File: config.mk
export PLATFORM = sky130hd
export DESIGN_NAME = pxl_hit_buffer
export DESIGN_NICKNAME = d
export VERILOG_FILES = /design/src/rtl/pxl_hit_pkg.sv /design/src/rtl/pxl_gray_dec.sv /design/src/rtl/pxl_cfg_latch.sv /design/src/rtl/pxl_delay_unit.sv /design/src/rtl/pxl_event_fifo.sv /design/src/rtl/pxl_hit_buffer.sv
export SDC_FILE = /design/constraint.sdc
export NUM_CORES = 1
export LEC_CHECK = 0
export ABC_AREA = 1
export BUFFER_PORTS_ARGS = -buffer_cell sky130_fd_sc_hd__buf_4
export CAP_MARGIN = 25
export CELL_PAD_IN_SITES_DETAIL_PLACEMENT = 1
export CELL_PAD_IN_SITES_GLOBAL_PLACEMENT = 1
export CORE_ASPECT_RATIO = 0.7
export CORE_UTILIZATION = 46
export DETAILED_ROUTE_END_ITERATION = 6
export PLACE_DENSITY_LB_ADDON = 0.1
export SLEW_MARGIN = 0
export SYNTH_ARGS = -nofsm -noshare
export SYNTH_HDL_FRONTEND = slang
export SYNTH_SLANG_ARGS = --single-unit
File: constraint.sdc
create_clock -name clk -period 15.6 [get_ports clk]
set_clock_uncertainty 0.15 [all_clocks]
set_input_delay 2.34 -clock clk [delete_from_list [all_inputs] [get_ports clk]]
set_output_delay 2.34 -clock clk [all_outputs]
set_load 0.03 [all_outputs]
File: src/rtl/pxl_hit_pkg.sv
package pxl_hit_pkg;
  localparam int THADJ_W = 3;

  typedef struct packed {
    logic               mask;
    logic               test_en;
    logic [THADJ_W-1:0] thadj;
  } pxl_cfg_t;
endpackage

File: src/rtl/pxl_gray_dec.sv
module pxl_gray_dec #(
  parameter int W = 8
) (
  input  logic [W-1:0] gray_i,
  output logic [W-1:0] bin_o
);
  assign bin_o[W-1] = gray_i[W-1];
  generate
    for (genvar i = W - 2; i >= 0; i--) begin : g_bit
      assign bin_o[i] = bin_o[i+1] ^ gray_i[i];
    end
  endgenerate
endmodule

File: src/rtl/pxl_cfg_latch.sv
module pxl_cfg_latch
  import pxl_hit_pkg::*;
(
  input  logic     clk,
  input  logic     rst,
  input  logic     we_i,
  input  pxl_cfg_t cfg_d_i,
  output pxl_cfg_t cfg_q_o
);
  always_ff @(posedge clk) begin
    if (rst)       cfg_q_o <= '0;
    else if (we_i) cfg_q_o <= cfg_d_i;
  end


  cfg_hold_chk: assert property (@(posedge clk) disable iff (rst)
    !we_i |=> $stable(cfg_q_o));
endmodule

File: src/rtl/pxl_delay_unit.sv
module pxl_delay_unit #(
  parameter int TS_W   = 8,
  parameter int TS_MOD = 200
) (
  input  logic            clk,
  input  logic            rst,
  input  logic [TS_W-1:0] ts_gray_i,
  input  logic [TS_W-1:0] ts_now_bin_i,
  input  logic [TS_W-1:0] latency_i,
  input  logic            capture_i,
  input  logic            trig_i,
  output logic            busy_o,
  output logic            match_o
);
  localparam logic [TS_W:0] MOD_X = TS_MOD[TS_W:0];

  logic [TS_W-1:0] ts_q, st_bin;
  logic [TS_W:0]   now_x, st_x, age;
  logic            expired;

  pxl_gray_dec #(.W(TS_W)) u_dec (.gray_i(ts_q), .bin_o(st_bin));

  always_comb begin
    now_x   = {1'b0, ts_now_bin_i};
    st_x    = {1'b0, st_bin};
    age     = (now_x >= st_x) ? (now_x - st_x) : (now_x + MOD_X - st_x);
    match_o = busy_o && trig_i && (age == {1'b0, latency_i});
    expired = busy_o && (age > {1'b0, latency_i});
  end

  always_ff @(posedge clk) begin
    if (rst) begin
      busy_o <= 1'b0;
      ts_q   <= '0;
    end else if (capture_i) begin
      busy_o <= 1'b1;
      ts_q   <= ts_gray_i;
    end else if (match_o || expired) begin
      busy_o <= 1'b0;
    end
  end


  capture_only_free_chk: assert property (@(posedge clk) disable iff (rst)
    capture_i |-> !busy_o);

  match_release_chk: assert property (@(posedge clk) disable iff (rst)
    (match_o && !capture_i) |=> !busy_o);

  expire_release_chk: assert property (@(posedge clk) disable iff (rst)
    (busy_o && !capture_i && (age > {1'b0, latency_i})) |=> !busy_o);
endmodule

File: src/rtl/pxl_event_fifo.sv
module pxl_event_fifo #(
  parameter int DEPTH = 4,
  parameter int PTR_W = $clog2(DEPTH)
) (
  input  logic             clk,
  input  logic             rst,
  input  logic             wr_en_i,
  input  logic [PTR_W-1:0] wr_ptr_gray_i,
  input  logic             wr_bit_i,
  input  logic             load_i,
  input  logic [PTR_W-1:0] rd_ptr_gray_i,
  input  logic             shift_i,
  input  logic             din_i,
  output logic             dout_o
);
  logic [DEPTH-1:0] mem_q;
  logic [PTR_W-1:0] wr_addr, rd_addr;

  pxl_gray_dec #(.W(PTR_W)) u_wdec (.gray_i(wr_ptr_gray_i), .bin_o(wr_addr));
  pxl_gray_dec #(.W(PTR_W)) u_rdec (.gray_i(rd_ptr_gray_i), .bin_o(rd_addr));

  always_ff @(posedge clk) begin
    if (rst)          mem_q <= '0;
    else if (wr_en_i) mem_q[wr_addr] <= wr_bit_i;
  end

  always_ff @(posedge clk) begin
    if (rst)          dout_o <= 1'b0;
    else if (load_i)  dout_o <= mem_q[rd_addr];
    else if (shift_i) dout_o <= din_i;
  end


  shift_chain_chk: assert property (@(posedge clk) disable iff (rst)
    (shift_i && !load_i) |=> (dout_o == $past(din_i)));

  idle_hold_chk: assert property (@(posedge clk) disable iff (rst)
    (!shift_i && !load_i) |=> $stable(dout_o));
endmodule

File: src/rtl/pxl_hit_buffer.sv
module pxl_hit_buffer
  import pxl_hit_pkg::*;
#(
  parameter int TS_W       = 8,
  parameter int TS_MOD     = 200,
  parameter int NUM_UNITS  = 2,
  parameter int FIFO_DEPTH = 4,
  localparam int PTR_W     = $clog2(FIFO_DEPTH)
) (
  input  logic               clk,
  input  logic               rst,
  input  logic               hit_i,
  input  logic               test_pulse_i,
  input  logic [TS_W-1:0]    ts_gray_i,
  input  logic [TS_W-1:0]    latency_i,
  input  logic               trig_i,
  input  logic [PTR_W-1:0]   wr_ptr_gray_i,
  input  logic [PTR_W-1:0]   rd_ptr_gray_i,
  input  logic               cfg_we_i,
  input  logic               cfg_mask_i,
  input  logic               cfg_test_en_i,
  input  logic [THADJ_W-1:0] cfg_thadj_i,
  output logic [THADJ_W-1:0] thadj_o,
  output logic               ovf_o,
  input  logic               ro_load_i,
  input  logic               ro_shift_i,
  input  logic               ro_din_i,
  output logic               ro_dout_o
);
  pxl_cfg_t              cfg_d, cfg_q;
  logic [TS_W-1:0]       ts_bin;
  logic [NUM_UNITS-1:0]  busy, cap, match;
  logic                  eff_hit, drop;

  assign cfg_d = '{mask: cfg_mask_i, test_en: cfg_test_en_i, thadj: cfg_thadj_i};

  pxl_cfg_latch u_cfg (
    .clk(clk), .rst(rst), .we_i(cfg_we_i), .cfg_d_i(cfg_d), .cfg_q_o(cfg_q)
  );
  assign thadj_o = cfg_q.thadj;

  pxl_gray_dec #(.W(TS_W)) u_tsdec (.gray_i(ts_gray_i), .bin_o(ts_bin));

  assign eff_hit = !cfg_q.mask && (hit_i || (cfg_q.test_en && test_pulse_i));

  always_comb begin
    logic taken;
    taken = 1'b0;
    for (int i = 0; i < NUM_UNITS; i++) begin
      cap[i] = eff_hit && !busy[i] && !taken;
      taken  = taken || !busy[i];
    end
    drop = eff_hit && (&busy);
  end

  generate
    for (genvar u = 0; u < NUM_UNITS; u++) begin : g_unit
      pxl_delay_unit #(.TS_W(TS_W), .TS_MOD(TS_MOD)) u_dly (
        .clk(clk), .rst(rst), .ts_gray_i(ts_gray_i), .ts_now_bin_i(ts_bin),
        .latency_i(latency_i), .capture_i(cap[u]), .trig_i(trig_i),
        .busy_o(busy[u]), .match_o(match[u])
      );
    end
  endgenerate

  always_ff @(posedge clk) begin
    if (rst)       ovf_o <= 1'b0;
    else if (drop) ovf_o <= 1'b1;
  end

  pxl_event_fifo #(.DEPTH(FIFO_DEPTH), .PTR_W(PTR_W)) u_fifo (
    .clk(clk), .rst(rst), .wr_en_i(trig_i), .wr_ptr_gray_i(wr_ptr_gray_i),
    .wr_bit_i(|match), .load_i(ro_load_i), .rd_ptr_gray_i(rd_ptr_gray_i),
    .shift_i(ro_shift_i), .din_i(ro_din_i), .dout_o(ro_dout_o)
  );


  drop_sets_ovf_chk: assert property (@(posedge clk) disable iff (rst)
    (eff_hit && (&busy)) |=> ovf_o);

  ovf_sticky_chk: assert property (@(posedge clk) disable iff (rst)
    ovf_o |=> ovf_o);

  mask_blocks_chk: assert property (@(posedge clk) disable iff (rst)
    cfg_q.mask |=> ($countones(busy) <= $countones($past(busy))));

  single_capture_chk: assert property (@(posedge clk) disable iff (rst)
    !eff_hit |=> ($countones(busy) <= $countones($past(busy))));
endmodule

==> summary.log, run 1 <==
INFO  final_layout   postLayoutCellArea=3930um2
INFO  global_route   grt_pass1_wl=17.7mm
INFO  clocking       cts_tree=built
INFO  floorplanning  width_of_the_die=106um
INFO  final_layout   final-seq-area=581um2
INFO  floorplanning  coreArea=7290um2
INFO  sta            finalSetupTns=0ps
INFO  sta            fin_crit=7840ps
INFO  clocking       worst_skew_pair.late_latency=280ps
INFO  global_route   vias_in_the_first_global_route=3,587
INFO  placement      dp_worst_setup_slack=7560ps
INFO  sta            post-route-worst-setup-slack=7760ps
INFO  min_path       hold_depth=2
INFO  yosys          post_synth_instance_area=3470um2
INFO  final_layout   layout.cells.most_common_list=sky130_fd_sc_hd__nand2_1, sky130_fd_sc_hd__inv_1, sky130_fd_sc_hd__nor2_1, sky130_fd_sc_hd__ha_1, sky130_fd_sc_hd__buf_4
INFO  sta            period_share=50.3%
INFO  clocking       cts.root.buffer_cell=sky130_fd_sc_hd__clkbuf_8
INFO  final_layout   antennaDiodeCount=0
INFO  worst_setup_path timing_worst_setup_path_type=primary input to flop
INFO  sta            worst-slew-pin-transition=675ps
INFO  routing        detail_route.first_pass.iterations=4
INFO  final_layout   layout-area-overhead-vs-synth=13.0%
INFO  routing        initialDrtViolationCount=166
INFO  sta            grt_setup_unrepaired=no
INFO  routing        wl_per_cell=16.3um
INFO  worst_setup_path critical_path_arrival=7930ps
INFO  final_layout   fillers=1,031
INFO  clocking       cts-hold-fix-buffers=0
INFO  placement      port_buffers=38
INFO  power_and_ir_drop cellPowerDensity=165nW/um2
INFO  worst_setup_path regToRegEndpoint=u_fifo.mem_q[2]
INFO  flow_run       drv.max_cap_violation_count=0
INFO  global_route   globalRouteOverflowTotal=0
INFO  sta            finalHoldViolCount=0
INFO  global_route   largest_net_degree_at_the_start_of_global_routing=30
INFO  worst_setup_path worstSetupEndpointType=flop
INFO  outcome        run_status=completed
INFO  routing        remaining_drc_errors=0
INFO  yosys          portion_of_the_post_synthesis_area_used_by_sequential_elements=16.7%
INFO  min_path       hold_class=flop to flop
INFO  worst_setup_path crit_required=15,680ps
INFO  clocking       post_cts_resize_count=0
INFO  clocking       max-clock-path-buffers=2
INFO  clocking       cts_max_level=2
INFO  worst_setup_path crit-reg2reg-launch=g_unit[1].u_dly.ts_q[7]
INFO  global_route   antenna_found_initial=0
INFO  floorplanning  design.die.area=7910um2
INFO  placement      placement.cell_area=3840um2
INFO  worst_setup_path category_of_the_worst_setup_path_launch_point=primary input
INFO  worst_setup_path critical_path.slowest_cell=sky130_fd_sc_hd__fa_1
INFO  yosys          synth.ff_latch_count=29
INFO  routing        drtAntennaViolNets=0
INFO  floorplanning  die_height=74.7um
INFO  worst_setup_path crit_top_cell=sky130_fd_sc_hd__inv_1
INFO  worst_setup_path rrSetupSlack=11,040ps
INFO  final_layout   final_cell_count_no_fill=668
INFO  min_path       hold_path_end=u_cfg.cfg_q_o[1]
INFO  sta            final-setup-viol-count=0
INFO  clocking       clock-sinks=29
INFO  yosys          netlist_instances=533
INFO  routing        wirelength=10.9mm
INFO  sta            final-max-slew-violation-count=0
INFO  worst_setup_path stage_delay_of_the_slowest_cell_on_the_critical_path=470ps
INFO  sta            fmax=127MHz
INFO  worst_setup_path cells_on_worst_reg2reg_path=31
INFO  routing        num_vias=3,567
INFO  floorplanning  core.rowCount=26
INFO  floorplanning  initial_core_util=47.7%
INFO  final_layout   most_frequent_standard_cell_in_the_layout_excluding_fill_and_tap_cells=sky130_fd_sc_hd__nand2_1
INFO  final_layout   drive_above_1_share=17.0%
INFO  clocking       cts-buffers-inserted=5
INFO  floorplanning  pin_count=39
INFO  yosys          yosysWarningCount=0
INFO  yosys          synth_cell_types=43
INFO  global_route   track_usage=28.7%
INFO  placement      count_of_placed_standard_cells_including_taps=661
INFO  worst_setup_path critical_path_peak_fanout=7
INFO  final_layout   multi_input_gate_area_in_the_final_layout=2480um2
INFO  clocking       cts_setup_buffers=0
INFO  placement      dp.final_hpwl=9.31mm
INFO  sta            worst_hold_slack=312ps
INFO  yosys          syn-num-nets=615
INFO  yosys          postSynthAreaPerCell=6.52um2
INFO  min_path       worst_hold_startpoint=u_cfg.cfg_q_o[1]
INFO  sta            timing.max_slew.rel_slack=54.8%
INFO  placement      routabilityCongestion=0.962
INFO  power_and_ir_drop cellLeakagePower=2.08nW
INFO  routing        viasPerCell=5.34
INFO  clocking       worst_setup_hold_path_clk_slew=60ps
INFO  power_and_ir_drop vdd_ir_drop_max=0.0000604V
INFO  final_layout   finalNetCount=652
[per-stage QoR]
step | power (W) | util (%)
floorplan | 0.000446 | -
global placement | 0.000551 | 52.7
detailed placement | 0.000575 | 52.7
CTS | 0.000642 | 53.9
global route | 0.000711 | 53.9
finish | 0.000646 | 53.9
[state kept, by name, summed over array words and instances, names as in the netlist]
name	flops
u_fifo.mem_q	4
g_unit.u_dly.busy_o	2
g_unit.u_dly.ts_q	16
u_cfg.cfg_q_o	5
ovf_o	1
u_fifo.dout_o	1
[synth_stat cells]
| master | instances | area share, % |
|---|---|---|
| sky130_fd_sc_hd__a211oi_1 | 18 | 3.9 |
| sky130_fd_sc_hd__a21boi_0 | 1 | 0.22 |
| sky130_fd_sc_hd__a21o_1 | 4 | 0.86 |
| sky130_fd_sc_hd__a21oi_1 | 30 | 4.3 |
| sky130_fd_sc_hd__a21oi_2 | 2 | 0.50 |
| sky130_fd_sc_hd__a31o_2 | 1 | 0.25 |
| sky130_fd_sc_hd__a31oi_1 | 2 | 0.36 |
| sky130_fd_sc_hd__and2_1 | 1 | 0.18 |
| sky130_fd_sc_hd__buf_2 | 2 | 0.29 |
| sky130_fd_sc_hd__buf_4 | 3 | 0.65 |
| sky130_fd_sc_hd__clkbuf_1 | 3 | 0.32 |
| sky130_fd_sc_hd__dfxtp_1 | 29 | 17 |
| sky130_fd_sc_hd__fa_1 | 2 | 1.2 |
| sky130_fd_sc_hd__ha_1 | 46 | 17 |
| sky130_fd_sc_hd__inv_1 | 92 | 9.9 |
| sky130_fd_sc_hd__inv_2 | 6 | 0.65 |
| sky130_fd_sc_hd__mux2i_1 | 1 | 0.29 |
| sky130_fd_sc_hd__nand2_1 | 110 | 12 |
| sky130_fd_sc_hd__nand2_2 | 29 | 5.2 |
| sky130_fd_sc_hd__nand2_4 | 4 | 1.3 |
| sky130_fd_sc_hd__nand3_1 | 31 | 4.5 |
| sky130_fd_sc_hd__nand3_2 | 3 | 0.86 |
| sky130_fd_sc_hd__nand3_4 | 1 | 0.50 |
| sky130_fd_sc_hd__nand3b_1 | 1 | 0.22 |
| sky130_fd_sc_hd__nand4_1 | 2 | 0.36 |
| sky130_fd_sc_hd__nand4_2 | 1 | 0.36 |
| sky130_fd_sc_hd__nor2_1 | 50 | 5.4 |
| sky130_fd_sc_hd__nor2_2 | 1 | 0.18 |
| sky130_fd_sc_hd__nor2_4 | 1 | 0.32 |
| sky130_fd_sc_hd__nor2_8 | 1 | 0.58 |
| sky130_fd_sc_hd__nor3_1 | 11 | 1.6 |
| sky130_fd_sc_hd__nor3_2 | 1 | 0.29 |
| sky130_fd_sc_hd__o211a_1 | 1 | 0.29 |
| sky130_fd_sc_hd__o21ai_0 | 11 | 1.6 |
| sky130_fd_sc_hd__o21ai_1 | 1 | 0.14 |
| sky130_fd_sc_hd__o21ai_2 | 1 | 0.25 |
| sky130_fd_sc_hd__o21ba_2 | 1 | 0.29 |
| sky130_fd_sc_hd__o21bai_1 | 2 | 0.43 |
| sky130_fd_sc_hd__o22ai_1 | 2 | 0.36 |
| sky130_fd_sc_hd__o311ai_0 | 2 | 0.50 |
| sky130_fd_sc_hd__or2_0 | 1 | 0.18 |
| sky130_fd_sc_hd__xnor2_1 | 8 | 2.0 |
| sky130_fd_sc_hd__xor2_1 | 13 | 3.3 |
[where the power goes]
| group | switching (W) | internal (W) | total (W) |
|---|---|---|---|
| sequential | 0.00000341 | 0.0000804 | 0.0000838 |
| combinational | 0.000316 | 0.000182 | 0.000499 |
| clock | 0.0000290 | 0.0000350 | 0.0000640 |
[routing by layer]
| layer | track usage (%) | up-vias | share of wire [%] |
|---|---|---|---|
| met4 | 4.63 | 0 | 1.1 |
| met1 | 40.5 | 1704 | 50 |
| li1 | - | 1789 | - |
| met2 | 47.2 | 64 | 44 |
| met5 | 0 | - | 0 |
| met3 | 4.76 | 10 | 4.1 |
[critical path, delay by kind of cell]
family                     cells  cell delay, ps
xor gates and xnor gates       4             920
and+or+nand+nor                6             850
AOI/OAI and AO/OA              3             740
adders and majority gates      7            2440
buffers and inverters          8             630
[cell families (layout without fill, tap and decap cells)]
| family | count (synthesis) | count (layout) | synth area share (%) |
|---|---|---|---|
| compound gates | 79 | 79 | 14.3 |
| xor+xnor | 21 | 21 | 5.29 |
| fa+ha+maj | 48 | 48 | 17.7 |
| buf+inv | 106 | 143 | 11.8 |
| flops | 29 | 29 | 16.7 |
| mux | 1 | 1 | 0.288 |
| simple gates | 249 | 249 | 33.9 |
[layout make-up]
type	count	share of cell area, %
Sequential cell	29	14.8
Multi-Input combinational cell	398	63.2
Tap cell	98	3.12
Clock buffer	7	2.20
Timing Repair Buffer	38	7.27
Inverter	98	9.37
[worst max-delay path by stage]
stage                       startpoint                     end  slack (ps)  cells after the start
after floorplan           ts_gray_i[6]  g_unit[0].u_dly.busy_o        8520                     30
after global placement    ts_gray_i[7]         u_fifo.mem_q[2]        7920                     28
after detailed placement  ts_gray_i[7]         u_fifo.mem_q[1]        7560                     28
after CTS                 ts_gray_i[7]         u_fifo.mem_q[1]        7820                     28
after global routing      ts_gray_i[7]         u_fifo.mem_q[1]        7350                     28
final                     ts_gray_i[7]         u_fifo.mem_q[2]        7760                     28
No activity file was read; power rests on OpenSTA's default activity.
==> run 2, diff against run 1 <==
--- a/config.mk
+++ b/config.mk
@@ -11,7 +11,7 @@
 export CELL_PAD_IN_SITES_DETAIL_PLACEMENT = 1
 export CELL_PAD_IN_SITES_GLOBAL_PLACEMENT = 1
 export CORE_ASPECT_RATIO = 0.7
-export CORE_UTILIZATION = 46
+export CORE_UTILIZATION = 38
 export DETAILED_ROUTE_END_ITERATION = 6
 export PLACE_DENSITY_LB_ADDON = 0.1
 export SLEW_MARGIN = 0
==> constraint.sdc (replaced) <==
create_clock -name clk -period 6.7 [get_ports clk]
set_clock_uncertainty 0.15 [all_clocks]
set_input_delay 1.005 -clock clk [delete_from_list [all_inputs] [get_ports clk]]
set_output_delay 1.005 -clock clk [all_outputs]
set_load 0.03 [all_outputs]
==> run 2 against run 1 <==
- flip-flop and latch count stayed put
- global-route usage decreased by 4.1 points
- critical path depth up 3
- clock-buffer cell count unchanged
- combinational power increased by 130%
- utilization decreased by 7.0 points
- hold slack better by 3.6 ps
- critical path type unchanged
- largest cell class unchanged
==> summary.log, run 2 (synthesis results as in run 1) <==
INFO  placement      dp.final_hpwl=9.34mm [+0.32%]
INFO  floorplanning  core.rowCount=28 [+7.7%]
INFO  global_route   largest_net_degree_at_the_start_of_global_routing=30 [unchanged]
INFO  final_layout   finalNetCount=653 [+0.15%]
INFO  sta            worst_hold_slack=315ps [+3.62 ps]
INFO  final_layout   layout.cells.most_common_list=sky130_fd_sc_hd__nand2_1, sky130_fd_sc_hd__inv_1, sky130_fd_sc_hd__nor2_1, sky130_fd_sc_hd__ha_1, sky130_fd_sc_hd__buf_4
INFO  clocking       cts-hold-fix-buffers=0 [unchanged]
INFO  sta            worst-slew-pin-transition=685ps [+9.49 ps]
INFO  power_and_ir_drop cellLeakagePower=2.13nW [+2.2%]
INFO  routing        initialDrtViolationCount=158 [-4.8%]
INFO  clocking       max-clock-path-buffers=2 [unchanged]
INFO  sta            post-route-worst-setup-slack=473ps [-7280 ps]
INFO  routing        wirelength=10.8mm [-0.43%]
INFO  final_layout   layout-area-overhead-vs-synth=16.7%
INFO  sta            grt_setup_unrepaired=no
INFO  clocking       cts.root.buffer_cell=sky130_fd_sc_hd__clkbuf_16
INFO  final_layout   max_flop_register=g_unit.u_dly.ts_q
INFO  clocking       clock-sinks=29 [unchanged]
INFO  worst_setup_path rrSetupSlack=2150ps [-8890 ps]
INFO  routing        viasPerCell=5.05 [-5.3%]
INFO  worst_setup_path worstSetupEndpointType=flop
INFO  final_layout   final-seq-area=581um2 [unchanged]
INFO  sta            fin_crit=6230ps
INFO  min_path       worst_hold_startpoint=ovf_o
INFO  power_and_ir_drop vdd_ir_drop_max=0.000118V [+96%]
INFO  routing        wl_per_cell=15.6um [-3.9%]
INFO  worst_setup_path cells_on_worst_reg2reg_path=34 [+9.7%]
INFO  sta            period_share=92.9%
INFO  placement      port_buffers=38 [unchanged]
INFO  routing        num_vias=3,498 [-1.9%]
INFO  min_path       hold_depth=2 [unchanged]
INFO  clocking       worst_setup_hold_path_clk_slew=50ps [about the same]
INFO  sta            finalHoldViolCount=0 [unchanged]
INFO  sta            timing.max_slew.rel_slack=54.2% [-0.63 points]
INFO  sta            final-setup-viol-count=0 [unchanged]
INFO  worst_setup_path critical_path_arrival=6220ps [-1710 ps]
INFO  floorplanning  initial_core_util=40.2% [-7.5 points]
INFO  routing        detail_route.first_pass.iterations=4 [unchanged]
INFO  placement      dp_worst_setup_slack=150ps [-7410 ps]
INFO  power_and_ir_drop cellPowerDensity=401nW/um2 [+140%]
INFO  floorplanning  die_height=82.0um [+9.8%]
INFO  global_route   vias_in_the_first_global_route=3,560 [-0.75%]
INFO  worst_setup_path crit_top_cell=sky130_fd_sc_hd__inv_1
INFO  floorplanning  width_of_the_die=116um [+9.8%]
INFO  worst_setup_path critical_path.slowest_cell=sky130_fd_sc_hd__fa_1
INFO  placement      routabilityCongestion=0.959 [-0.29%]
INFO  final_layout   drive_above_1_share=17.5% [+0.46 points]
INFO  sta            finalSetupTns=0ps [unchanged]
INFO  floorplanning  coreArea=8650um2 [+19%]
INFO  routing        remaining_drc_errors=0 [unchanged]
INFO  worst_setup_path critical_path_peak_fanout=5 [-2]
INFO  final_layout   multi_input_gate_area_in_the_final_layout=2490um2 [+0.30%]
INFO  worst_setup_path crit_required=6690ps [-8990 ps]
INFO  global_route   track_usage=24.6% [-4.1 points]
INFO  worst_setup_path stage_delay_of_the_slowest_cell_on_the_critical_path=430ps [-40 ps]
INFO  worst_setup_path crit-reg2reg-launch=g_unit[0].u_dly.ts_q[7]
INFO  worst_setup_path timing_worst_setup_path_type=primary input to flop
INFO  outcome        run_status=completed
INFO  global_route   grt_pass1_wl=17.8mm [+0.66%]
INFO  clocking       cts-buffers-inserted=5 [unchanged]
INFO  final_layout   largestRegisters=g_unit.u_dly.ts_q x16, u_cfg.cfg_q_o x5, u_fifo.mem_q x4
INFO  final_layout   antennaDiodeCount=0 [unchanged]
INFO  routing        drtAntennaViolNets=0 [unchanged]
INFO  final_layout   flip_flop_count_of_the_largest_register_all_copies_and_words_added=16 [unchanged]
INFO  floorplanning  pin_count=39 [unchanged]
INFO  floorplanning  design.die.area=9540um2 [+21%]
INFO  worst_setup_path regToRegEndpoint=g_unit[0].u_dly.busy_o
INFO  flow_run       drv.max_cap_violation_count=0 [unchanged]
INFO  sta            fmax=161MHz
INFO  worst_setup_path category_of_the_worst_setup_path_launch_point=primary input
INFO  global_route   globalRouteOverflowTotal=0 [unchanged]
INFO  clocking       worst_skew_pair.late_latency=280ps [about the same]
INFO  final_layout   most_frequent_standard_cell_in_the_layout_excluding_fill_and_tap_cells=sky130_fd_sc_hd__nand2_1
INFO  clocking       cts_max_level=2 [unchanged]
INFO  min_path       hold_path_end=ovf_o
INFO  sta            final-max-slew-violation-count=0 [unchanged]
INFO  clocking       cts_tree=built
INFO  final_layout   fillers=1,189 [+15%]
INFO  global_route   antenna_found_initial=0 [unchanged]
INFO  min_path       hold_class=flop to flop
## run 2: final cells by class
class	instances	area share [%]
clock inverter	1	0.741
multi-input combinational	398	61.4
clock buffer	7	3.52
timing repair buffer	39	7.22
sequential	29	14.3
inverter	98	9.07
tap	120	3.70
## run 2: worst max-delay path, delay by kind of cell
family	cells	cell delay, ps
adder cells (fa/ha/maj)	7	2260
XOR/XNOR	4	890
AO/OA/AOI/OAI	2	240
AND/OR/NAND/NOR	10	1140
buffers and inverters	8	670
## run 2: worst max-delay path by stage
stage | startpoint | to | cells after the start
floorplan | ts_gray_i[6] | g_unit[0].u_dly.busy_o | 30
global placement | ts_gray_i[7] | g_unit[0].u_dly.busy_o | 31
global route | ts_gray_i[7] | g_unit[0].u_dly.busy_o | 31
CTS | ts_gray_i[7] | g_unit[0].u_dly.busy_o | 31
detailed placement | ts_gray_i[7] | g_unit[0].u_dly.busy_o | 31
finish | ts_gray_i[7] | g_unit[0].u_dly.busy_o | 31
## run 2: what timing repair did
action | 4_1_cts | 5_1_grt
buffers inserted | 0 | 0
setup endpoints to repair | 0 | 5
gates resized for setup | 0 | 1
## run 2: report_power, final
group,internal (W),total (W),switching [W]
registers,0.000187,0.000195,0.00000763
logic,0.000425,0.00116,0.000738
clock network,0.000185,0.000266,0.0000804
total,0.000798,0.00162,0.000826
## run 2: metrics by stage
step,power [W],area (um2),util (%),std cells
finish,0.00162,4050,46.8,692
global route,0.00178,4050,46.8,692
CTS,0.00162,4050,46.8,692
detailed placement,0.00135,3870,44.8,684
global placement,0.00130,3870,44.8,684
floorplan,0.00104,3470,-,533
## run 2: per-layer routing
| metal | vias to the layer above | part of all wire, % | GRT usage, % |
|---|---|---|---|
| met4 | 0 | 0.80 | 3.08 |
| met2 | 50 | 44 | 40.4 |
| met1 | 1650 | 51 | 34.7 |
| met3 | 11 | 4.3 | 3.69 |
| met5 | - | 0 | 0 |
| li1 | 1787 | - | - |
==> run 3, diff against run 2 <==
--- a/config.mk
+++ b/config.mk
@@ -11,9 +11,10 @@
 export CELL_PAD_IN_SITES_DETAIL_PLACEMENT = 1
 export CELL_PAD_IN_SITES_GLOBAL_PLACEMENT = 1
 export CORE_ASPECT_RATIO = 0.7
-export CORE_UTILIZATION = 38
+export CORE_UTILIZATION = 46
 export DETAILED_ROUTE_END_ITERATION = 6
 export PLACE_DENSITY_LB_ADDON = 0.1
+export REMOVE_ABC_BUFFERS = 1
 export SLEW_MARGIN = 0
 export SYNTH_ARGS = -nofsm -noshare
 export SYNTH_HDL_FRONTEND = slang
==> constraint.sdc (replaced) <==
create_clock -name clk -period 7.6 [get_ports clk]
set_clock_uncertainty 0.15 [all_clocks]
set_input_delay 1.14 -clock clk [delete_from_list [all_inputs] [get_ports clk]]
set_output_delay 1.14 -clock clk [all_outputs]
set_load 0.03 [all_outputs]
==> run 3 against run 2 <==
- final cell count fell by 3.5%
- hold slack got worse by 8.8 ps
- routed wire length fell by 0.75%
- clock-buffer cell count did not move
- power fell by 18%
- combinational power fell by 11%
- cell area fell by 3.2%
- largest power group unchanged
- highest routed layer unchanged
==> summary.log, run 3 (synthesis results as in run 1) <==
INFO  placement      routabilityCongestion=0.963 [+0.42%]
INFO  flow_run       drv.max_cap_violation_count=0 [unchanged]
INFO  worst_setup_path critical_path.slowest_cell=sky130_fd_sc_hd__fa_1
INFO  routing        wirelength=10.7mm [-0.75%]
INFO  floorplanning  initial_core_util=47.7% [+7.5 points]
INFO  clocking       cts_setup_buffers=0 [unchanged]
INFO  power_and_ir_drop power.switching=0.000718W [-13%]
INFO  routing        drtAntennaViolNets=0 [unchanged]
INFO  placement      dp.final_hpwl=9.26mm [-0.78%]
INFO  final_layout   most_frequent_standard_cell_in_the_layout_excluding_fill_and_tap_cells=sky130_fd_sc_hd__nand2_1
INFO  final_layout   antennaDiodeCount=0 [unchanged]
INFO  power_and_ir_drop cellLeakagePower=2.08nW [-2.2%]
INFO  global_route   globalRouteOverflowTotal=0 [unchanged]
INFO  worst_setup_path rrSetupSlack=3090ps [+940 ps]
INFO  min_path       hold_path_end=ovf_o
INFO  sta            period_share=87.2%
INFO  global_route   grt_pass1_wl=17.5mm [-1.7%]
INFO  outcome        run_status=completed
INFO  final_layout   flip_flop_count_of_the_largest_register_all_copies_and_words_added=16 [unchanged]
INFO  final_layout   layout.cells.most_common_list=sky130_fd_sc_hd__nand2_1, sky130_fd_sc_hd__inv_1, sky130_fd_sc_hd__nor2_1, sky130_fd_sc_hd__ha_1, sky130_fd_sc_hd__buf_4
INFO  worst_setup_path crit_top_cell=sky130_fd_sc_hd__inv_1
INFO  worst_setup_path timing_worst_setup_path_type=primary input to flop
INFO  power_and_ir_drop vdd_ir_drop_max=0.000124V [+4.5%]
INFO  worst_setup_path critical_path_peak_fanout=7 [+2]
INFO  routing        initialDrtViolationCount=161 [+1.9%]
INFO  sta            timing.max_slew.rel_slack=54.4% [+0.19 points]
INFO  min_path       worst_hold_startpoint=ovf_o
INFO  worst_setup_path family_with_the_most_delay_on_the_worst_path=adder cells
INFO  clocking       post_cts_resize_count=0 [unchanged]
INFO  routing        detail_route.first_pass.iterations=4 [unchanged]
INFO  worst_setup_path stage_delay_of_the_slowest_cell_on_the_critical_path=410ps [-20 ps]
INFO  final_layout   postLayoutCellArea=3930um2 [-3.2%]
INFO  clocking       cts_max_level=2 [unchanged]
INFO  routing        viasPerCell=5.26 [+4.0%]
INFO  worst_setup_path regToRegEndpoint=g_unit[0].u_dly.busy_o
INFO  global_route   antenna_found_initial=0 [unchanged]
INFO  min_path       hold_depth=2 [unchanged]
INFO  final_layout   layout-area-overhead-vs-synth=13.0%
INFO  sta            fin_crit=6630ps
INFO  sta            grt_setup_unrepaired=no
INFO  final_layout   finalNetCount=652 [-0.15%]
INFO  worst_setup_path critical_path_arrival=6610ps [+390 ps]
INFO  sta            fmax=151MHz
INFO  global_route   largest_net_degree_at_the_start_of_global_routing=30 [unchanged]
INFO  worst_setup_path cells_on_worst_reg2reg_path=34 [unchanged]
INFO  final_layout   drive_above_1_share=17.0% [-0.46 points]
INFO  clocking       cts-hold-fix-buffers=0 [unchanged]
INFO  power_and_ir_drop cellPowerDensity=339nW/um2 [-15%]
INFO  sta            final-max-slew-violation-count=0 [unchanged]
INFO  floorplanning  pin_count=39 [unchanged]
INFO  sta            worst-slew-pin-transition=682ps [-2.79 ps]
INFO  routing        wl_per_cell=16.1um [+2.8%]
INFO  floorplanning  core.rowCount=26 [-7.1%]
INFO  worst_setup_path timing.critical_path.buf_inv=8 [unchanged]
INFO  worst_setup_path crit-reg2reg-launch=g_unit[0].u_dly.ts_q[7]
INFO  worst_setup_path crit_required=7590ps [+900 ps]
INFO  final_layout   fillers=1,009 [-15%]
INFO  floorplanning  design.die.area=7910um2 [-17%]
INFO  sta            finalHoldViolCount=0 [unchanged]
INFO  clocking       cts-buffers-inserted=5 [unchanged]
INFO  clocking       worst_setup_hold_path_clk_slew=60ps [about the same]
INFO  sta            final-setup-viol-count=0 [unchanged]
INFO  final_layout   largestRegisters=g_unit.u_dly.ts_q x16, u_cfg.cfg_q_o x5, u_fifo.mem_q x4
INFO  routing        num_vias=3,513 [+0.43%]
INFO  floorplanning  coreArea=7290um2 [-16%]
INFO  power_and_ir_drop p_clk_share=9.7% [-6.7 points]
INFO  min_path       hold_class=flop to flop
INFO  sta            finalSetupTns=0ps [unchanged]
INFO  placement      placement.cell_area=3840um2 [-0.90%]
INFO  worst_setup_path category_of_the_worst_setup_path_launch_point=primary input
INFO  global_route   track_usage=28.4% [+3.8 points]
INFO  sta            post-route-worst-setup-slack=972ps [+499 ps]
INFO  power_and_ir_drop p_comb_share=77.3% [+5.7 points]
INFO  clocking       cts.root.buffer_cell=sky130_fd_sc_hd__clkbuf_8
INFO  placement      dp_worst_setup_slack=753ps [+603 ps]
INFO  power_and_ir_drop netSwitchingFraction=54.1% [+3.2 points]
INFO  worst_setup_path worstSetupEndpointType=flop
INFO  final_layout   max_flop_register=g_unit.u_dly.ts_q
INFO  placement      port_buffers=38 [unchanged]
INFO  worst_setup_path worstSetupPathDepth=31 [unchanged]
INFO  floorplanning  die_height=74.7um [-8.9%]
INFO  clocking       max-clock-path-buffers=2 [unchanged]
INFO  clocking       clock-sinks=29 [unchanged]
INFO  clocking       cts_tree=built
INFO  power_and_ir_drop cellInternalPower=0.000610W [-23%]
INFO  power_and_ir_drop sequentialPowerShare=12.9% [+0.9 points]
INFO  routing        remaining_drc_errors=0 [unchanged]
INFO  floorplanning  width_of_the_die=106um [-9.0%]
INFO  clocking       worst_skew_pair.late_latency=270ps [about the same]
INFO  global_route   vias_in_the_first_global_route=3,586 [+0.73%]
==> run 3: cell count changes in the layout (fill, tap and decap cells not counted) <==
cell	delta
sky130_fd_sc_hd__clkbuf_16	-5
sky130_fd_sc_hd__clkbuf_8	+5
sky130_fd_sc_hd__buf_4	-1
sky130_fd_sc_hd__bufinv_16	-1
sky130_fd_sc_hd__xor2_1	+1
sky130_fd_sc_hd__xor2_2	-1
==> run 3: metrics by stage <==
step | hold slack [ps] | power, W | cells | util, %
floorplan | 285 | 0.000911 | 525 | -
global route | 335 | 0.00146 | 668 | 53.9
global placement | 296 | 0.00113 | 661 | 52.7
detailed placement | 301 | 0.00118 | 661 | 52.7
finish | 306 | 0.00133 | 668 | 53.9
CTS | 316 | 0.00132 | 668 | 53.9
==> run 3: final cells by class <==
cell class              count  area, um2  area share [%]
multi-input cells         398       2480            63.2
inverters                  98        368            9.37
flip-flops and latches     29        581            14.8
repair buffers             38        285            7.27
well taps                  98        123            3.12
clock buffers               7       86.3            2.20
==> run 3: power groups by stage <==
stage | Clock, W | Sequential [W] | Combinational [W]
2_1_floorplan | 0 | 0.000176 | 0.000735
3_5_place_dp | 0 | 0.000175 | 0.00101
3_3_place_gp | 0 | 0.000174 | 0.000956
5_1_grt | 0.000140 | 0.000173 | 0.00115
6_report | 0.000129 | 0.000172 | 0.00103
4_1_cts | 0.000130 | 0.000172 | 0.00102
==> run 3: metal layers <==
metal / wire length, um / global-route usage [%]
met3: 476 / 5.89
met4: 123 / 4.01
met2: 4650 / 46.2
met1: 5490 / 40.0
met5: 0 / 0
==> run 3: worst max path at each step <==
stage | start | endpoint | slack [ps]
after global routing | ts_gray_i[7] | g_unit[0].u_dly.busy_o | 520
after floorplan | ts_gray_i[6] | g_unit[0].u_dly.busy_o | 1720
after CTS | ts_gray_i[7] | g_unit[0].u_dly.busy_o | 1010
after detailed placement | ts_gray_i[7] | g_unit[0].u_dly.busy_o | 750
final | ts_gray_i[7] | g_unit[0].u_dly.busy_o | 970
after global placement | ts_gray_i[7] | u_fifo.mem_q[3] | 1120
==> run 3: worst reg2reg max path: cells and delay by family (launching register included) <==
family | cells | cell delay, ps
buf+inv | 4 | 280
compound gates | 2 | 220
flops | 1 | 340
fa+ha+maj | 3 | 930
simple gates | 24 | 2280
xor+xnor | 1 | 170
